`src/rtl/tpw_pkg.sv`:
```
package tpw_pkg;

  typedef enum logic {DIR_UP = 1'b0, DIR_DOWN = 1'b1} dir_e;

  // Compare reference before the polarity stage.
  function automatic logic ref_level(input logic [31:0] cnt, input logic [31:0] cmp,
                                     input dir_e dir, input logic mode2);
    logic lvl;
    if (dir == DIR_DOWN) lvl = (cnt <= cmp);
    else                 lvl = (cnt <  cmp);
    return lvl ^ mode2;
  endfunction

  // Pin level from reference, inverter and the two enables.
  function automatic logic pin_level(input logic refl, input logic inv,
                                     input logic ch_en, input logic main_en);
    return ch_en & main_en & (refl ^ inv);
  endfunction

endpackage

```
`src/rtl/tpw_prescale.sv`:
```
module tpw_prescale #(
  parameter int PSC_W = 16
) (
  input  logic             clk,
  input  logic             rst_n,
  input  logic             run,
  input  logic             clr,
  input  logic [PSC_W-1:0] limit,
  output logic             tick
);
  logic [PSC_W-1:0] pc_q;

  assign tick = run & (pc_q == limit);

  always_ff @(posedge clk or negedge rst_n) begin
    if (!rst_n)               pc_q <= '0;
    else if (clr || !run)     pc_q <= '0;
    else if (tick)            pc_q <= '0;
    else                      pc_q <= pc_q + 1'b1;
  end


  pc_idle_chk: assert property (@(posedge clk) disable iff (!rst_n)
    (!run || clr) |=> (pc_q == '0));

endmodule

```
`src/rtl/tpw_counter.sv`:
```
module tpw_counter
  import tpw_pkg::*;
#(
  parameter int CNT_W = 16,
  parameter int REP_W = 8
) (
  input  logic             clk,
  input  logic             rst_n,
  input  logic             tick,
  input  logic             start,
  input  logic             sw_upd,
  input  logic [CNT_W-1:0] arr_act,
  input  logic [REP_W-1:0] rep_act,
  input  dir_e             dir_act,
  input  logic [CNT_W-1:0] arr_new,
  input  logic [REP_W-1:0] rep_new,
  input  dir_e             dir_new,
  output logic [CNT_W-1:0] cnt,
  output logic             running,
  output logic             fin
);
  logic [REP_W-1:0] rep_left;
  logic             at_end;
  logic             run_next_sw;

  assign at_end      = (dir_act == DIR_DOWN) ? (cnt == '0) : (cnt == arr_act);
  assign fin         = tick & at_end & (rep_left == '0) & ~sw_upd;
  assign run_next_sw = running | start;

  always_ff @(posedge clk or negedge rst_n) begin
    if (!rst_n) begin
      cnt      <= '0;
      running  <= 1'b0;
      rep_left <= '0;
    end else if (sw_upd) begin
      cnt      <= (run_next_sw && dir_new == DIR_DOWN) ? arr_new : '0;
      rep_left <= rep_new;
      running  <= run_next_sw;
    end else if (start) begin
      running  <= 1'b1;
      cnt      <= (dir_act == DIR_DOWN) ? arr_act : '0;
      rep_left <= rep_act;
    end else if (tick) begin
      if (at_end) begin
        if (rep_left == '0) begin
          running <= 1'b0;
          cnt     <= '0;
        end else begin
          rep_left <= rep_left - 1'b1;
          cnt      <= (dir_act == DIR_DOWN) ? arr_act : '0;
        end
      end else if (dir_act == DIR_DOWN) begin
        cnt <= cnt - 1'b1;
      end else begin
        cnt <= cnt + 1'b1;
      end
    end
  end


  cnt_in_range_chk: assert property (@(posedge clk) disable iff (!rst_n)
    running |-> (cnt <= arr_act));


  park_zero_chk: assert property (@(posedge clk) disable iff (!rst_n)
    $fell(running) |-> (cnt == '0));


  start_runs_chk: assert property (@(posedge clk) disable iff (!rst_n)
    start |=> running);

endmodule

```
`src/rtl/tpw_outstage.sv`:
```
module tpw_outstage
  import tpw_pkg::*;
#(
  parameter int CNT_W = 16
) (
  input  logic             clk,
  input  logic             rst_n,
  input  logic [CNT_W-1:0] cnt,
  input  logic [CNT_W-1:0] cmp,
  input  dir_e             dir,
  input  logic             mode2,
  input  logic             invert,
  input  logic             ch_en,
  input  logic             main_en,
  input  logic             running,
  output logic             pin
);
  logic refl;

  assign refl = ref_level(32'(cnt), 32'(cmp), dir, mode2);
  assign pin  = pin_level(refl, invert, ch_en, main_en);

  // parked at zero, mode 1 without inversion sits at the active level
  idle_active_chk: assert property (@(posedge clk) disable iff (!rst_n)
    (!running && ch_en && main_en && !invert && !mode2 && cmp != '0) |-> pin);

endmodule

```
`src/rtl/tpw_timer.sv`:
```
module tpw_timer
  import tpw_pkg::*;
#(
  parameter int CNT_W = 16,
  parameter int PSC_W = 16,
  parameter int REP_W = 8
) (
  input  logic             clk,
  input  logic             rst_n,
  input  logic [PSC_W-1:0] cfg_psc,
  input  logic [CNT_W-1:0] cfg_arr,
  input  logic [CNT_W-1:0] cfg_cmp,
  input  logic [REP_W-1:0] cfg_rep,
  input  logic             cfg_dir_down,
  input  logic             cfg_mode2,
  input  logic             cfg_invert,
  input  logic             cfg_preload,
  input  logic             ch_en,
  input  logic             main_en,
  input  logic             sw_update,
  input  logic             trig_in,
  output logic             pwm_out,
  output logic             running,
  output logic             update_evt,
  output logic [CNT_W-1:0] cnt_out
);
  logic [PSC_W-1:0] psc_act;
  logic [CNT_W-1:0] arr_act;
  logic [REP_W-1:0] rep_act;
  dir_e             dir_act;
  dir_e             dir_new;
  logic [CNT_W-1:0] cmp_shd;
  logic [CNT_W-1:0] cmp_eff;
  logic             trig_q;
  logic             trig_rise;
  logic             start;
  logic             tick;
  logic             fin;

  assign dir_new    = cfg_dir_down ? DIR_DOWN : DIR_UP;
  assign trig_rise  = trig_in & ~trig_q;
  assign start      = trig_rise & ~running;
  assign update_evt = sw_update | fin;
  assign cmp_eff    = cfg_preload ? cmp_shd : cfg_cmp;

  always_ff @(posedge clk or negedge rst_n) begin
    if (!rst_n) trig_q <= 1'b0;
    else        trig_q <= trig_in;
  end

  always_ff @(posedge clk or negedge rst_n) begin
    if (!rst_n) begin
      psc_act <= '0;
      arr_act <= '0;
      rep_act <= '0;
      dir_act <= DIR_UP;
      cmp_shd <= '0;
    end else if (update_evt) begin
      psc_act <= cfg_psc;
      arr_act <= cfg_arr;
      rep_act <= cfg_rep;
      dir_act <= dir_new;
      cmp_shd <= cfg_cmp;
    end
  end

  tpw_prescale #(.PSC_W(PSC_W)) u_psc (
    .clk(clk), .rst_n(rst_n), .run(running), .clr(sw_update),
    .limit(psc_act), .tick(tick)
  );

  tpw_counter #(.CNT_W(CNT_W), .REP_W(REP_W)) u_cnt (
    .clk(clk), .rst_n(rst_n), .tick(tick), .start(start), .sw_upd(sw_update),
    .arr_act(arr_act), .rep_act(rep_act), .dir_act(dir_act),
    .arr_new(cfg_arr), .rep_new(cfg_rep), .dir_new(dir_new),
    .cnt(cnt_out), .running(running), .fin(fin)
  );

  tpw_outstage #(.CNT_W(CNT_W)) u_out (
    .clk(clk), .rst_n(rst_n), .cnt(cnt_out), .cmp(cmp_eff), .dir(dir_act),
    .mode2(cfg_mode2), .invert(cfg_invert), .ch_en(ch_en), .main_en(main_en),
    .running(running), .pin(pwm_out)
  );


  shadow_hold_chk: assert property (@(posedge clk) disable iff (!rst_n)
    (running && !update_evt) |=> $stable(arr_act) && $stable(psc_act));


  sw_reinit_chk: assert property (@(posedge clk) disable iff (!rst_n)
    sw_update |=> (cnt_out == '0) || (running && dir_act == DIR_DOWN));

endmodule

```
`config.mk`:
```
export PLATFORM = sky130hd
export DESIGN_NAME = tpw_timer
export DESIGN_NICKNAME = d
export VERILOG_FILES = /design/src/rtl/tpw_pkg.sv /design/src/rtl/tpw_prescale.sv /design/src/rtl/tpw_counter.sv /design/src/rtl/tpw_outstage.sv /design/src/rtl/tpw_timer.sv
export SDC_FILE = /design/constraint.sdc
export NUM_CORES = 1
export LEC_CHECK = 0
export BUFFER_PORTS_ARGS = -buffer_cell sky130_fd_sc_hd__buf_4
export CORE_ASPECT_RATIO = 2
export CORE_MARGIN = 5
export CORE_UTILIZATION = 55
export DETAILED_ROUTE_END_ITERATION = 8
export PLACE_DENSITY_LB_ADDON = 0.3
export RECOVER_POWER = 100
export SETUP_SLACK_MARGIN = 0.3
export SYNTH_ARGS = -nofsm -noshare
export SYNTH_HDL_FRONTEND = slang
export SYNTH_HIERARCHICAL = 1
export SYNTH_SLANG_ARGS = --single-unit
export TNS_END_PERCENT = 20
```
`constraint.sdc`:
```
create_clock -name clk -period 5.1 [get_ports clk]
set_clock_uncertainty 0.1 [all_clocks]
set_input_delay 0.765 -clock clk [delete_from_list [all_inputs] [get_ports clk]]
set_output_delay 0.765 -clock clk [all_outputs]
set_load 0.005 [all_outputs]
```
### Word level (Yosys, flattened, before mapping)

Cells that the tools add are included.

| storage, ports and cells | value |
|---|---|
| register bits after elaboration | 99 |
| bits of input ports | 66 |
| logic and storage cells | 68 |

| operators by class | value |
|---|---|
| add/subtract/negate cells | 4 |
| $lt $le $gt $ge | 2 |
| equal/unequal tests | 3 |
| muxes and demuxes | 24 |
| bitwise operators | 15 |
| reductions and logical operators | 10 |

Operators by type and width:

| operator | number |
|---|---|
| 16-bit two-way mux | 11 |
| 8-bit two-way mux | 5 |
| 16-bit by 1-bit adder with 16-bit output (second input constant) | 2 |
| 16-bit equality test | 2 |
| 16-bit less-or-equal comparator | 1 |
| 16-bit logical NOT | 1 |
| 16-bit < comparator | 1 |
| 16-bit by 1-bit subtractor with 16-bit output (second input constant) | 1 |
| 3-bit nonzero test | 3 |
| 1-bit bitwise AND | 8 |
| 8-bit logical NOT | 1 |
| 1-bit two-way mux | 8 |
| 8-bit by 1-bit subtractor with 8-bit output (second input constant) | 1 |
| 3-bit AND reduction | 2 |
| 3-bit by 2-bit inequality test with 1-bit output (second input constant) | 1 |
| 1-bit inverter | 3 |
| 1-bit OR | 2 |
| 1-bit XOR | 2 |
| 1-bit logical AND | 1 |
| 1-bit logical NOT | 1 |
| 1-bit logical OR | 1 |

### Longest topological paths before layout

| logic depth | value |
|---|---|
| word-level depth | 7 |
| mapped depth | 12 |
| gate-level depth less buffers | 9 |

### Hierarchy

The synthesis kept the hierarchy.

Modules (own cells, without submodules):

| module | instances | cells each | area each (µm²) |
|---|---|---|---|
| tpw_counter | 1 | 315 | 2,513.7 |
| tpw_timer | 1 | 142 | 2,446.1 |
| tpw_prescale | 1 | 97 | 944.7 |
| tpw_outstage | 1 | 62 | 454.2 |

### Worst setup path before layout

No wires, ideal clock.

| path | value |
|---|---|
| kind | input port to output port |
| from | input cfg_preload |
| to | output pwm_out |
| data arrival time | 2.713 ns |
| data required time | 4.235 ns |
| setup slack | 1.522 ns |
| stages on the path | 10 |
| buffers on the path | 2 |
| cells stage by stage | buf_2 buf_2 mux2_2 inv_1 ha_1 nand4_2 o21bai_1 a2111o_1 o21ai_1 mux2i_1 |

| on the way | value |
|---|---|
| cells in the longest elaborated chain, start to end | 6 |
| elaborated cells between the ends (all ways) | 7 |
| classes of those cells | 2 x order compare; 2 x mux; 3 x bitwise |

RTL lines:

| element | line | RTL |
|---|---|---|
| from (decl) | tpw_timer.sv:17 | `input logic cfg_preload,` |
| 16-bit two-way mux (*) | tpw_timer.sv:44 | `assign cmp_eff = cfg_preload ? cmp_shd : cfg_cmp;` |
| via cmp_eff[14] | tpw_timer.sv:33 | `logic [CNT_W-1:0] cmp_eff;` |
| 16-bit < comparator / 16-bit less-or-equal comparator (equally long branches) | tpw_pkg.sv:10, tpw_pkg.sv:9 |  |
| 1-bit two-way mux (*) | tpw_pkg.sv:9 | `if (dir == DIR_DOWN) lvl = (cnt <= cmp);` |
| 1-bit XOR (*) | tpw_pkg.sv:11 | `return lvl ^ mode2;` |
| 1-bit XOR (*) | tpw_pkg.sv:17 | `return ch_en & main_en & (refl ^ inv);` |
| 1-bit bitwise AND (*) | tpw_pkg.sv:17 |  |
| to (decl) | tpw_timer.sv:22 | `output logic pwm_out,` |

Mark *: on every way through the listed nets, which the timed path passes. The rest lies on a longest branch.

### Worst setup path in the final report

| path | value |
|---|---|
| from | register u_cnt.cnt[15] |
| to | output update_evt |

| on the way | value |
|---|---|
| cells in the longest elaborated chain, start to end | 6 |
| elaborated cells between the ends (all ways) | 7 |
| classes of those cells | 1 x eq/ne; 1 x mux; 4 x bitwise; 1 x reduce/logical |

RTL lines:

| element | line | RTL |
|---|---|---|
| from (decl) | tpw_counter.sv:18 | `output logic [CNT_W-1:0] cnt,` |
| from (signal assigned) | tpw_counter.sv:36 | `cnt <= (run_next_sw && dir_new == DIR_DOWN) ? arr_new : '0;` |
| from (signal assigned) | tpw_counter.sv:41 | `cnt <= (dir_act == DIR_DOWN) ? arr_act : '0;` |
| from (signal assigned) | tpw_counter.sv:50 | `cnt <= (dir_act == DIR_DOWN) ? arr_act : '0;` |
| 16-bit equality test / 16-bit logical NOT (equally long branches) | tpw_counter.sv:26 | `assign at_end = (dir_act == DIR_DOWN) ? (cnt == '0) : (cnt == arr_act);` |
| 1-bit two-way mux (*) | tpw_counter.sv:26 |  |
| 1-bit bitwise AND (*) (3 in series) | tpw_counter.sv:27 | `assign fin = tick & at_end & (rep_left == '0) & ~sw_upd;` |
| via fin | tpw_timer.sv:38 | `logic fin;` |
| 1-bit OR (*) | tpw_timer.sv:43 | `assign update_evt = sw_update \| fin;` |
| to (decl) | tpw_timer.sv:24 | `output logic update_evt,` |

Marked as above.

==> summary.txt <==
Outcome
  – Outcome: finished, violations left
  – Failing checks: capacitance limit, slew limit

Drt
  – Via density: approximately 6.2
  – Drt wl/cell: 20.2 µm
  – Via count: 5227
  – Drt initial violations: 300
  – Overall routed net length: 17000 µm
  – Routed Antenna Nets: 0
  – TritonRoute pass-1 iters: 5
  – Drc violations: 0

Timing
  – Slew margin rel.: -74.1%
  – Setup TNS Final: 0 ns
  – Final Hold Viols: 0
  – Min Clock Period, post-route: 4.27 ns
  – Minimum hold slack: 0.406 ns
  – RSZ-0062 raised after global routing: false
  – Fmax: 0.234 GHz
  – Worst-margin pin slew: between 2 and 3 ns
  – # setup viols final: 0
  – Period utilisation layout: 83.8%
  – Max Slew Vio Count: 95

Hold path
  – Hold crit path type: reg2reg
  – Worst Hold Launch: cmp_shd[8]

Synth
  – Asr flop ratio synth: between 90% and 100%
  – Post-synthesis register bit count: 99
  – Mapped Cells: 616
  – Seq/Total Area, Yosys: 39.0%
  – Top FF cell, synth: dfrtp_1
  – Mapped Area: 6360 µm²
  – Yosys cell types: 70
  – Syn. warnings: 6
  – Mapped Nets: 715
  – Avg Synthesized Cell Area: 10.3 µm²
  – Post-synth EDFFs: 0

CTS
  – CTS tree: done
  – CTS Buf Count: 9
  – Worst-Skew Late Latency: 0.35 ns
  – Post-CTS sizing: 0
  – CTS Hold Bufs: 0
  – CTS Buffer Depth: 2
  – CTS H-Tree Depth: 3
  – Reg clk slew, reported paths: ~0.07 ns
  – CTS root buffer: clkbuf_16
  – CTS sink cnt: between 90 and 100
  – Post-CTS setup buffer count: 0

Floorplan
  – Total core area: 11400 µm²
  – Die H: 162 µm
  – Die X: 86.0 µm
  – Die ar.: 13900 µm²
  – Initial Util: a little under three fifths
  – # IOs: 85
  – Rows: 55

Setup path
  – CP Cell Sequence: clkbuf_1 > xor2_1 > nor4_1 > nand4_1 > o21ai_0 > nand2_1 > nor3_1 > nor2_4 > inv_1 > clkbuf_4
  – Crit. End Element: output port
  – Slowest CP cell: nor4_1
  – Number of buffers and inverters on the critical path: 3
  – Req. time, crit path: 4.24 ns
  – CP peak stage delay: 0.51 ns
  – Cell family with most CP delay: simple AND/OR/NAND/NOR gates
  – Crit path kind: reg2out
  – Crit Reg-Reg Startpoint: u_cnt/cnt[15]
  – CP max FO: 25
  – Worst Path Arrival: 3.41 ns
  – Crit path launch type: register
  – Critical path startpoint: u_cnt/cnt[15]

Placement
  – HPWL Detailed: between 10000 and 15000 µm
  – Final RePlAce weighted congestion: 0.914
  – PortBufs: 84

GRT
  – Largest net degree at the start of global routing: 78
  – Global-route wire length before repair: 27600 µm
  – Initial antenna violation count: 0
  – GRT Total Usage: between 20% and 30%
  – Number of global-route vias before repair: 5632
  – Grt ovf: 0

Pwr
  – Pwr Density: between 300 and 400 nW/µm²
  – Peak VDD IR: 217 µV
  – Leak Pwr: 3.23 nW

Final layout
  – Commonest non-fill, non-tap cells in the layout: dfrtp_1 (99), buf_4 (68), mux2_2 (53)
  – Commonest non-fill, non-tap cell in the layout: dfrtp_1
  – Area delta synth->final: 13.2%
  – Final net count: 795
  – Ant diodes: 0
  – Layout cells sized above 1: 23.3%

Flow run
  – Max-Cap Viols: 2
## final timing paths
| kind | endpoint | slack (ns) | depth (start not counted) |
|---|---|---|---|
| worst max-delay path | update_evt | 0.83 | 10 |
| worst min-delay path | cmp_shd[8] | 0.41 | 1 |
| worst max register to register | cmp_shd[12] | 0.89 | 10 |
| worst min register to register | cmp_shd[8] | 0.41 | 1 |
| max in group asynchronous | cmp_shd[6] | 2.08 | 2 |
| min in group asynchronous | rep_act[3] | 0.86 | 1 |
## sequential cells by signal, indices dropped and copies added, names as in the netlist
signal,count
arr_act,16
cmp_shd,16
dir_act,1
psc_act,16
rep_act,8
trig_q,1
u_cnt/cnt,16
u_cnt/rep_left,8
u_cnt/running,1
u_psc/pc_q,16
## layer usage
layer | routed length (µm) | global-route usage, %
met5 | 0 | 0
met1 | 5930 | 27.1
met3 | 944 | 4.21
met4 | 945 | 15.6
met2 | 9210 | 44.7
## power breakdown
group          switching, mW  internal (mW)
sequential            0.0910          0.860
combinational          0.338          0.297
clock                  0.298          0.330
## metrics by stage
| stage | utilization (%) | setup WS (ns) | cell area [µm²] | power [mW] | std cells |
|---|---|---|---|---|---|
| after CTS | 64.6 | 1.01 | 7340 | 2.25 | 842 |
| after global placement | 62.3 | 1.45 | 7070 | 1.59 | 827 |
| final | 63.4 | 0.828 | 7200 | 2.21 | 842 |
| after detailed placement | 62.3 | 1.39 | 7070 | 1.61 | 827 |
| after global routing | 63.4 | 0.612 | 7200 | 2.34 | 842 |
| after floorplan | - | 1.52 | 6360 | 1.38 | 616 |
## layout make-up
type,instances,area (µm²)
Fill cell,995,4150
Clock inverter,6,41.3
Timing Repair Buffer,93,656
Clock buffer,9,225
Inverter,32,120
Tap cell,142,178
Sequential cell,99,2480
Multi-Input combinational cell,461,3500
## cells in the mapped netlist, types with 6 or more instances
cell | number | area (µm²)
mux2_4 | 19 | 285
a221oi_1 | 6 | 52.6
nor4_1 | 9 | 56.3
clkbuf_1 | 11 | 41.3
mux2_2 | 54 | 608
nor2_1 | 41 | 154
and3_1 | 6 | 37.5
inv_1 | 32 | 120
ha_1 | 32 | 400
dfrtp_1 | 99 | 2480
a22oi_1 | 8 | 60.1
xnor2_1 | 24 | 210
nand3_1 | 14 | 70.1
nand2_1 | 35 | 131
xor2_1 | 37 | 324
a21oi_1 | 35 | 175
nor3_1 | 13 | 65.1
nand4_1 | 8 | 50.1
o21ai_0 | 34 | 170
## kinds of logic (layout without fill, tap and decap cells)
family / Yosys count / after routing / share of synthesized area [%]
xor gates and xnor gates: 61 / 61 / 8.40
and+or+nand+nor: 150 / 150 / 11.8
DFF: 99 / 99 / 39.0
adders and majority gates: 33 / 33 / 6.61
muxes: 76 / 76 / 14.5
buffers and inverters: 56 / 140 / 4.56
AOI/OAI and AO/OA: 141 / 141 / 15.1
No activity file was read; power rests on OpenSTA's default activity.
